<file path="src/rtl/pwl_pkg.sv">
// Shared types for the page write latch.
// Assumes: nothing beyond IEEE 1800-2017.
package pwl_pkg;

    // Phase of the commit sequencer.
    typedef enum logic {
        SEQ_IDLE   = 1'b0,
        SEQ_COMMIT = 1'b1
    } seq_state_e;

endpackage

</file>
<file path="src/rtl/pwl_row_buffer.sv">
// Row buffer: PAGE_BYTES data entries plus a valid mask.
// Writes land at wr_off; clr drops every valid bit and wins over a write.
// Assumes: wr_off and rd_off are in-row offsets below PAGE_BYTES.
module pwl_row_buffer #(
    parameter int DATA_W     = 8,
    parameter int PAGE_BYTES = 64,
    localparam int OFF_W     = $clog2(PAGE_BYTES)
) (
    input  logic              clk,
    input  logic              rst_n,
    input  logic              clr,
    input  logic              wr_en,
    input  logic [OFF_W-1:0]  wr_off,
    input  logic [DATA_W-1:0] wr_data,
    input  logic [OFF_W-1:0]  rd_off,
    output logic [DATA_W-1:0] rd_data,
    output logic              rd_valid,
    output logic              any_valid
);

    logic [DATA_W-1:0]     slot_data [PAGE_BYTES];
    logic [PAGE_BYTES-1:0] slot_vld;

    // Store entries and maintain the valid mask.
    always_ff @(posedge clk) begin
        if (!rst_n) begin
            slot_vld <= '0;
            for (int i = 0; i < PAGE_BYTES; i++) begin
                slot_data[i] <= '0;
            end
        end else if (clr) begin
            slot_vld <= '0;
        end else if (wr_en) begin
            slot_data[wr_off] <= wr_data;
            slot_vld[wr_off]  <= 1'b1;
        end
    end

    // Read port for the commit scan.
    always_comb begin
        rd_data   = slot_data[rd_off];
        rd_valid  = slot_vld[rd_off];
        any_valid = |slot_vld;
    end

endmodule

</file>
<file path="src/rtl/pwl_addr_counter.sv">
// Address counter: loads a start address and steps only the in-row offset
// on each stored byte. It remembers the last stored offset so that, when
// the write cycle finishes, it can point one past the last byte with a full
// carry into the row bits.
// Assumes: at most one of load/step/finish is active per cycle.
module pwl_addr_counter #(
    parameter int ADDR_W     = 16,
    parameter int PAGE_BYTES = 64,
    localparam int OFF_W     = $clog2(PAGE_BYTES)
) (
    input  logic              clk,
    input  logic              rst_n,
    input  logic              load,
    input  logic [ADDR_W-1:0] load_val,
    input  logic              step,
    input  logic              finish,
    output logic [ADDR_W-1:0] cnt,
    output logic [OFF_W-1:0]  cur_off
);

    logic [OFF_W-1:0] last_off;

    // Counter update: load, in-row step, or end-of-cycle advance.
    always_ff @(posedge clk) begin
        if (!rst_n) begin
            cnt      <= '0;
            last_off <= '0;
        end else if (load) begin
            cnt <= load_val;
        end else if (step) begin
            cnt[OFF_W-1:0] <= cnt[OFF_W-1:0] + OFF_W'(1);
            last_off       <= cnt[OFF_W-1:0];
        end else if (finish) begin
            cnt <= {cnt[ADDR_W-1:OFF_W], last_off} + ADDR_W'(1);
        end
    end

    // Expose the current in-row offset.
    always_comb cur_off = cnt[OFF_W-1:0];

endmodule

</file>
<file path="src/rtl/pwl_commit_seq.sv">
// Commit sequencer: on start, holds busy for WRITE_CLKS cycles and runs a
// scan index from 0 up to PAGE_BYTES, one step per cycle.
// Assumes: WRITE_CLKS >= PAGE_BYTES so the scan ends inside the window.
module pwl_commit_seq
    import pwl_pkg::*;
#(
    parameter int PAGE_BYTES = 64,
    parameter int WRITE_CLKS = 250000,
    localparam int OFF_W     = $clog2(PAGE_BYTES),
    localparam int TMR_W     = $clog2(WRITE_CLKS + 1)
) (
    input  logic             clk,
    input  logic             rst_n,
    input  logic             start,
    output logic             busy,
    output logic             done,
    output logic             scan_live,
    output logic [OFF_W-1:0] scan_off
);

    seq_state_e        state;
    logic [TMR_W-1:0]  tmr;
    logic [OFF_W:0]    scan_idx;

    // Sequence state, write timer and scan index.
    always_ff @(posedge clk) begin
        if (!rst_n) begin
            state    <= SEQ_IDLE;
            tmr      <= '0;
            scan_idx <= '0;
        end else if (state == SEQ_IDLE) begin
            if (start) begin
                state    <= SEQ_COMMIT;
                tmr      <= '0;
                scan_idx <= '0;
            end
        end else begin
            tmr <= tmr + TMR_W'(1);
            if (done) begin
                state <= SEQ_IDLE;
            end
            if (scan_live) begin
                scan_idx <= scan_idx + (OFF_W+1)'(1);
            end
        end
    end

    // Status decode.
    always_comb begin
        busy      = (state == SEQ_COMMIT);
        done      = busy && (tmr == TMR_W'(WRITE_CLKS - 1));
        scan_live = busy && (scan_idx < (OFF_W+1)'(PAGE_BYTES));
        scan_off  = scan_idx[OFF_W-1:0];
    end

endmodule

</file>
<file path="src/rtl/page_write_latch.sv">
// Page write latch: gathers a row of write data, then commits the valid
// entries to the array during a self-timed cycle of WRITE_CLKS clocks.
// Assumes: inputs are single-cycle pulses from a byte-level protocol decoder,
// WRITE_CLKS >= PAGE_BYTES, and PAGE_BYTES is a power of two.
module page_write_latch #(
    parameter int ADDR_W     = 16,
    parameter int DATA_W     = 8,
    parameter int PAGE_BYTES = 64,
    parameter int WRITE_CLKS = 250000
) (
    input  logic              clk,
    input  logic              rst_n,
    input  logic              addr_load,
    input  logic [ADDR_W-1:0] addr_in,
    input  logic              byte_stb,
    input  logic [DATA_W-1:0] byte_in,
    input  logic              wr_inhibit,
    input  logic              stop_seen,
    input  logic              stop_after_ack,
    output logic              mem_we,
    output logic [ADDR_W-1:0] mem_addr,
    output logic [DATA_W-1:0] mem_wdata,
    output logic              busy,
    output logic [ADDR_W-1:0] addr_cnt
);

    localparam int OFF_W = $clog2(PAGE_BYTES);

    logic             load_ok, stb_ok, stop_ok, start, clr, done;
    logic             scan_live, rd_valid, any_valid;
    logic [OFF_W-1:0] scan_off, cur_off;
    logic [DATA_W-1:0] rd_data;

    // Qualify requests: everything is ignored during the write cycle.
    always_comb begin
        load_ok = !busy && addr_load;
        stb_ok  = !busy && !addr_load && byte_stb && !wr_inhibit;
        stop_ok = !busy && stop_seen;
        start   = stop_ok && stop_after_ack && any_valid;
        clr     = load_ok || (stop_ok && !start) || done;
    end

    pwl_addr_counter #(
        .ADDR_W     (ADDR_W),
        .PAGE_BYTES (PAGE_BYTES)
    ) u_ctr (
        .clk      (clk),
        .rst_n    (rst_n),
        .load     (load_ok),
        .load_val (addr_in),
        .step     (stb_ok),
        .finish   (done),
        .cnt      (addr_cnt),
        .cur_off  (cur_off)
    );

    pwl_row_buffer #(
        .DATA_W     (DATA_W),
        .PAGE_BYTES (PAGE_BYTES)
    ) u_buf (
        .clk       (clk),
        .rst_n     (rst_n),
        .clr       (clr),
        .wr_en     (stb_ok),
        .wr_off    (cur_off),
        .wr_data   (byte_in),
        .rd_off    (scan_off),
        .rd_data   (rd_data),
        .rd_valid  (rd_valid),
        .any_valid (any_valid)
    );

    pwl_commit_seq #(
        .PAGE_BYTES (PAGE_BYTES),
        .WRITE_CLKS (WRITE_CLKS)
    ) u_seq (
        .clk       (clk),
        .rst_n     (rst_n),
        .start     (start),
        .busy      (busy),
        .done      (done),
        .scan_live (scan_live),
        .scan_off  (scan_off)
    );

    // Array write port driven by the scan.
    always_comb begin
        mem_we    = scan_live && rd_valid;
        mem_addr  = {addr_cnt[ADDR_W-1:OFF_W], scan_off};
        mem_wdata = rd_data;
    end

endmodule

</file>
<file path="config.mk">
export PLATFORM = sky130hd
export DESIGN_NAME = page_write_latch
export DESIGN_NICKNAME = d
export VERILOG_FILES = /design/src/rtl/pwl_pkg.sv /design/src/rtl/pwl_row_buffer.sv /design/src/rtl/pwl_addr_counter.sv /design/src/rtl/pwl_commit_seq.sv /design/src/rtl/page_write_latch.sv
export SDC_FILE = /design/constraint.sdc
export NUM_CORES = 1
export LEC_CHECK = 0
export BUFFER_PORTS_ARGS = -buffer_cell sky130_fd_sc_hd__buf_2
export CAP_MARGIN = 20
export CORE_UTILIZATION = 60
export DETAILED_ROUTE_END_ITERATION = 8
export HOLD_SLACK_MARGIN = 0.12
export MAX_ROUTING_LAYER = met4
export PLACE_DENSITY = 0.84
export SYNTH_ARGS = -nofsm -noshare
export SYNTH_HDL_FRONTEND = slang
export SYNTH_SLANG_ARGS = --single-unit
export TNS_END_PERCENT = 10
</file>
<file path="constraint.sdc">
create_clock -name clk -period 6.5 [get_ports clk]
set_clock_uncertainty 0.05 [all_clocks]
set_input_delay 0.325 -clock clk [delete_from_list [all_inputs] [get_ports clk]]
set_output_delay 0.325 -clock clk [all_outputs]
set_load 0.05 [all_outputs]
</file>
==> summary.txt <==
Placement
  – Port bufs: 72
  – GP Congestion: 1.03
  – Placed Area: between 20000 and 30000 µm²
  – Placed cell count: between 2000 and 3000
  – Place WS: 2.08 ns
  – Placed wire-length estimate: 51700 µm

Power
  – Pwr Total: between 0.008 and 0.009 W
  – VDD IR-drop max: 0.234 mV
  – Power density over cell area: 280 nW/µm²
  – Leakage: approximately 9.9 nW

CTS
  – Clock slew at reported path FFs: 0.07 ns
  – PostCTS Resize Cnt: 0
  – CTS Buf Count: 61
  – CTS Sinks: 630
  – CTS max path bufs: 3
  – TritonCTS clock tree: done
  – CTS root buffer: clkbuf_16
  – # H-tree levels: 2
  – Skew-Pair Late Insertion Delay: 0.65 ns

Detailed routing
  – TritonRoute pass-1 iters: 6
  – Number of vias per cell: 6.82
  – Routed WL: 81100 µm
  – Highest Signal Layer: met4
  – Antenna-violating nets left: 0
  – DRT met1 WL: 26700 µm
  – Met3 WL post-DR: ~12000 µm
  – Vias: 19412
  – DR WL met2: about 37000 µm
  – Number of remaining DRC errors: 0
  – Avg WL per Cell: 28.5 µm
  – 1st-iter DRT viols: 3290

Yosys
  – Multiplexer share of the synthesized area: roughly 14%
  – Synth warn: 0
  – Synth Flop Type: edfxtp_1
  – Cells after synthesis: 2159
  – Syn_nets: 2194
  – Area share of the largest cell type after synthesis: between 50% and 60%
  – XOR/XNOR share of the synthesized area: less than 1%
  – Synth Area in Adders: less than 1%
  – Post-synthesis register bit count: 630
  – Post-synthesis sequential area ratio: between 60% and 70%
  – Simple-gate share of the synthesized area: 13.4%
  – Post-synthesis compound-gate area fraction: 4.70%
  – Main area contributors after synthesis: edfxtp_1, mux4_2, dfxtp_1
  – Largest area contributor in the netlist: edfxtp_1
  – Largest family of logic cells by synthesized area: multiplexers
  – EDFF count, synth: between 500 and 600
  – Cell area after synthesis: 28000 µm²
  – Async set-reset flop share out of synthesis: 0%
  – Yosys cell types: 57
  – Syn Area/Cell: roughly 13 µm²

Die
  – Die height: 218 µm
  – Placement row count: 78
  – Core region area: 45700 µm²
  – Die area: 47500 µm²
  – Io pins: 73
  – Die width: ~220 µm
  – Starting Density: 61.3%

Setup path
  – CP max stage delay: 0.90 ns
  – Crit path cell chain: buf_4 > nor4b_4 > dlygate4sd3_1 > nand2_1 > nor3_4 > nand3_4 > buf_4 > o21ai_0
  – Critical path depth: 8
  – Setup crit end kind: register
  – Crit path buf inv count: 3
  – FF-to-FF path depth: 8
  – CP required: 6.71 ns
  – CP arrival: a little under 5 ns
  – Setup crit start kind: register
  – Slowest-stage cell, CP: o21ai_0
  – CP max FO: 37
  – Most Frequent Cell on Critical Path: buf_4
  – Family with the most delay on the worst path: simple AND/OR/NAND/NOR gates
  – Kind of critical path: register to register

Global routing
  – Largest net degree at the start of global routing: 73
  – Gr usage total: 35.5%
  – Antenna violations before repair: 4
  – Vias in the first global route: 18433
  – Grt total ovfl: 0
  – First-pass GRT wire length: 116000 µm

Timing
  – Slew @ Worst Pin: 1.14 ns
  – Crit path time final: 4.66 ns
  – Final setup violating endpoints: 0
  – Setup TNS: 0 ns
  – Max Slew Vio Count: 0
  – RSZ-0062 raised after global routing: no
  – F_max: 214 MHz
  – Crit share post-route: 71.7%
  – Rel. slew slack: 23.0%
  – Final hold violation count: 0
  – Final setup margin: about 1.8 ns

Job
  – Maxcap violations: 0

Cells and area
  – Fillers: 3082
  – Register area: 17700 µm²
  – P&R area growth vs syn: 10.3%
  – Layout cell share with drive strength beyond 1: 18.2%
  – Nets: 2228
  – Fin cells: 2846
  – Multi-input gate area: ~9300 µm²
  – Final Cell Area: 30900 µm²

Status
  – Status: completed

Hold path
  – Worst hold stages: 4
  – Hold Path Class: primary input to register
[sequential cells by signal, summed over array words and instances (netlist names), named ones only]
register and flops:
u_ctr.cnt 16, u_buf.slot_data 512, u_ctr.last_off 6, u_seq.scan_idx 7, u_buf.slot_vld 64, u_seq.busy 1
u_seq.tmr 18
[cell type report]
type	instances	area share, %
clock buffers	72	5.31
multi-input cells	1340	30.1
flip-flops and latches	630	57.5
clock inverters	40	1.25
diodes	4	0.0324
well taps	600	2.43
repair buffers	153	3.26
inverters	7	0.0851
[placed cells by master, fill, tap and decap left out, types with 25 or more instances in the layout]
cell type,n
a21oi_1,94
buf_2,82
buf_4,27
clkbuf_16,63
dfxtp_1,115
dlygate4sd3_1,30
edfxtp_1,512
mux2i_1,69
mux4_2,145
nand2_1,112
nand3_1,25
nor2_1,609
o21ai_0,69
o22ai_1,32
[power breakdown]
| group | internal, W | switching [W] | total, W |
|---|---|---|---|
| clock network | 0.00207 | 0.00156 | 0.00363 |
| registers | 0.00446 | 0.0000700 | 0.00453 |
| logic | 0.000125 | 0.000348 | 0.000473 |
| total | 0.00666 | 0.00198 | 0.00864 |
[worst reg2reg max path, cell delays in order, from the launching register on]
cell	delay, ns
dfxtp_1	0.32
buf_4	0.23
nor4b_4	0.42
dlygate4sd3_1	0.70
nand2_1	0.16
nor3_4	0.57
nand3_4	0.46
buf_4	0.46
o21ai_0	0.92
[synthesized netlist by cell type, types with 4 or more instances]
library cell / count
buf_1: 25
or2_2: 7
xnor2_1: 12
nor2b_1: 4
o21ai_0: 70
nand4_1: 14
inv_1: 6
edfxtp_1: 512
mux2i_1: 69
nand2_1: 112
nand3_4: 5
nor3_4: 4
nor2_1: 609
o22ai_1: 32
xor2_1: 13
clkbuf_1: 54
dfxtp_1: 118
a31oi_1: 8
and3_1: 8
a21oi_1: 94
nand3_1: 25
buf_6: 8
or4_1: 8
or3_1: 4
o21ai_1: 8
ha_1: 4
a211oi_1: 10
buf_4: 25
o21ai_2: 6
mux4_2: 145
nor2_2: 6
buf_2: 70
nor4_1: 19
nand3b_1: 7
[cells by family (layout without fill, tap and decap cells)]
group	Yosys count	count (layout)
buffers and inverters	189	272
xor gates and xnor gates	25	25
muxes	214	214
DFF	630	630
AOI/OAI and AO/OA	237	237
adders and majority gates	4	4
and+or+nand+nor	860	860
other	0	4
[layer usage]
| layer | vias up | GRT usage, % |
|---|---|---|
| met4 | 0 | 22.0 |
| met5 | - | - |
| met2 | 1700 | 53.0 |
| met3 | 343 | 8.45 |
| li1 | 7974 | - |
| met1 | 9395 | 44.0 |
[timing repair]
action	4_1_cts	5_1_grt
endpoints found under the hold margin	21	0
hold buffers	30	0
setup buffers	0	0
[per-stage QoR]
stage | utilization, % | hold slack, ns
final | 67.6 | 0.155
after global routing | 67.6 | 0.193
after CTS | 67.3 | 0.134
after detailed placement | 62.2 | 0.429
after global placement | 62.2 | 0.411
after floorplan | - | 0.391
[path summary, 6_finish.rpt]
| path | from | end | slack, ns |
|---|---|---|---|
| worst max-delay path | u_seq.busy | u_buf.slot_data[10][1] | 1.84 |
| worst min-delay path | addr_load | u_ctr.last_off[5] | 0.15 |
| worst max register to register | u_seq.busy | u_buf.slot_data[10][1] | 1.84 |
| worst min register to register | u_seq.tmr[17] | u_seq.tmr[17] | 0.43 |
(Power assumes the default switching activity.)
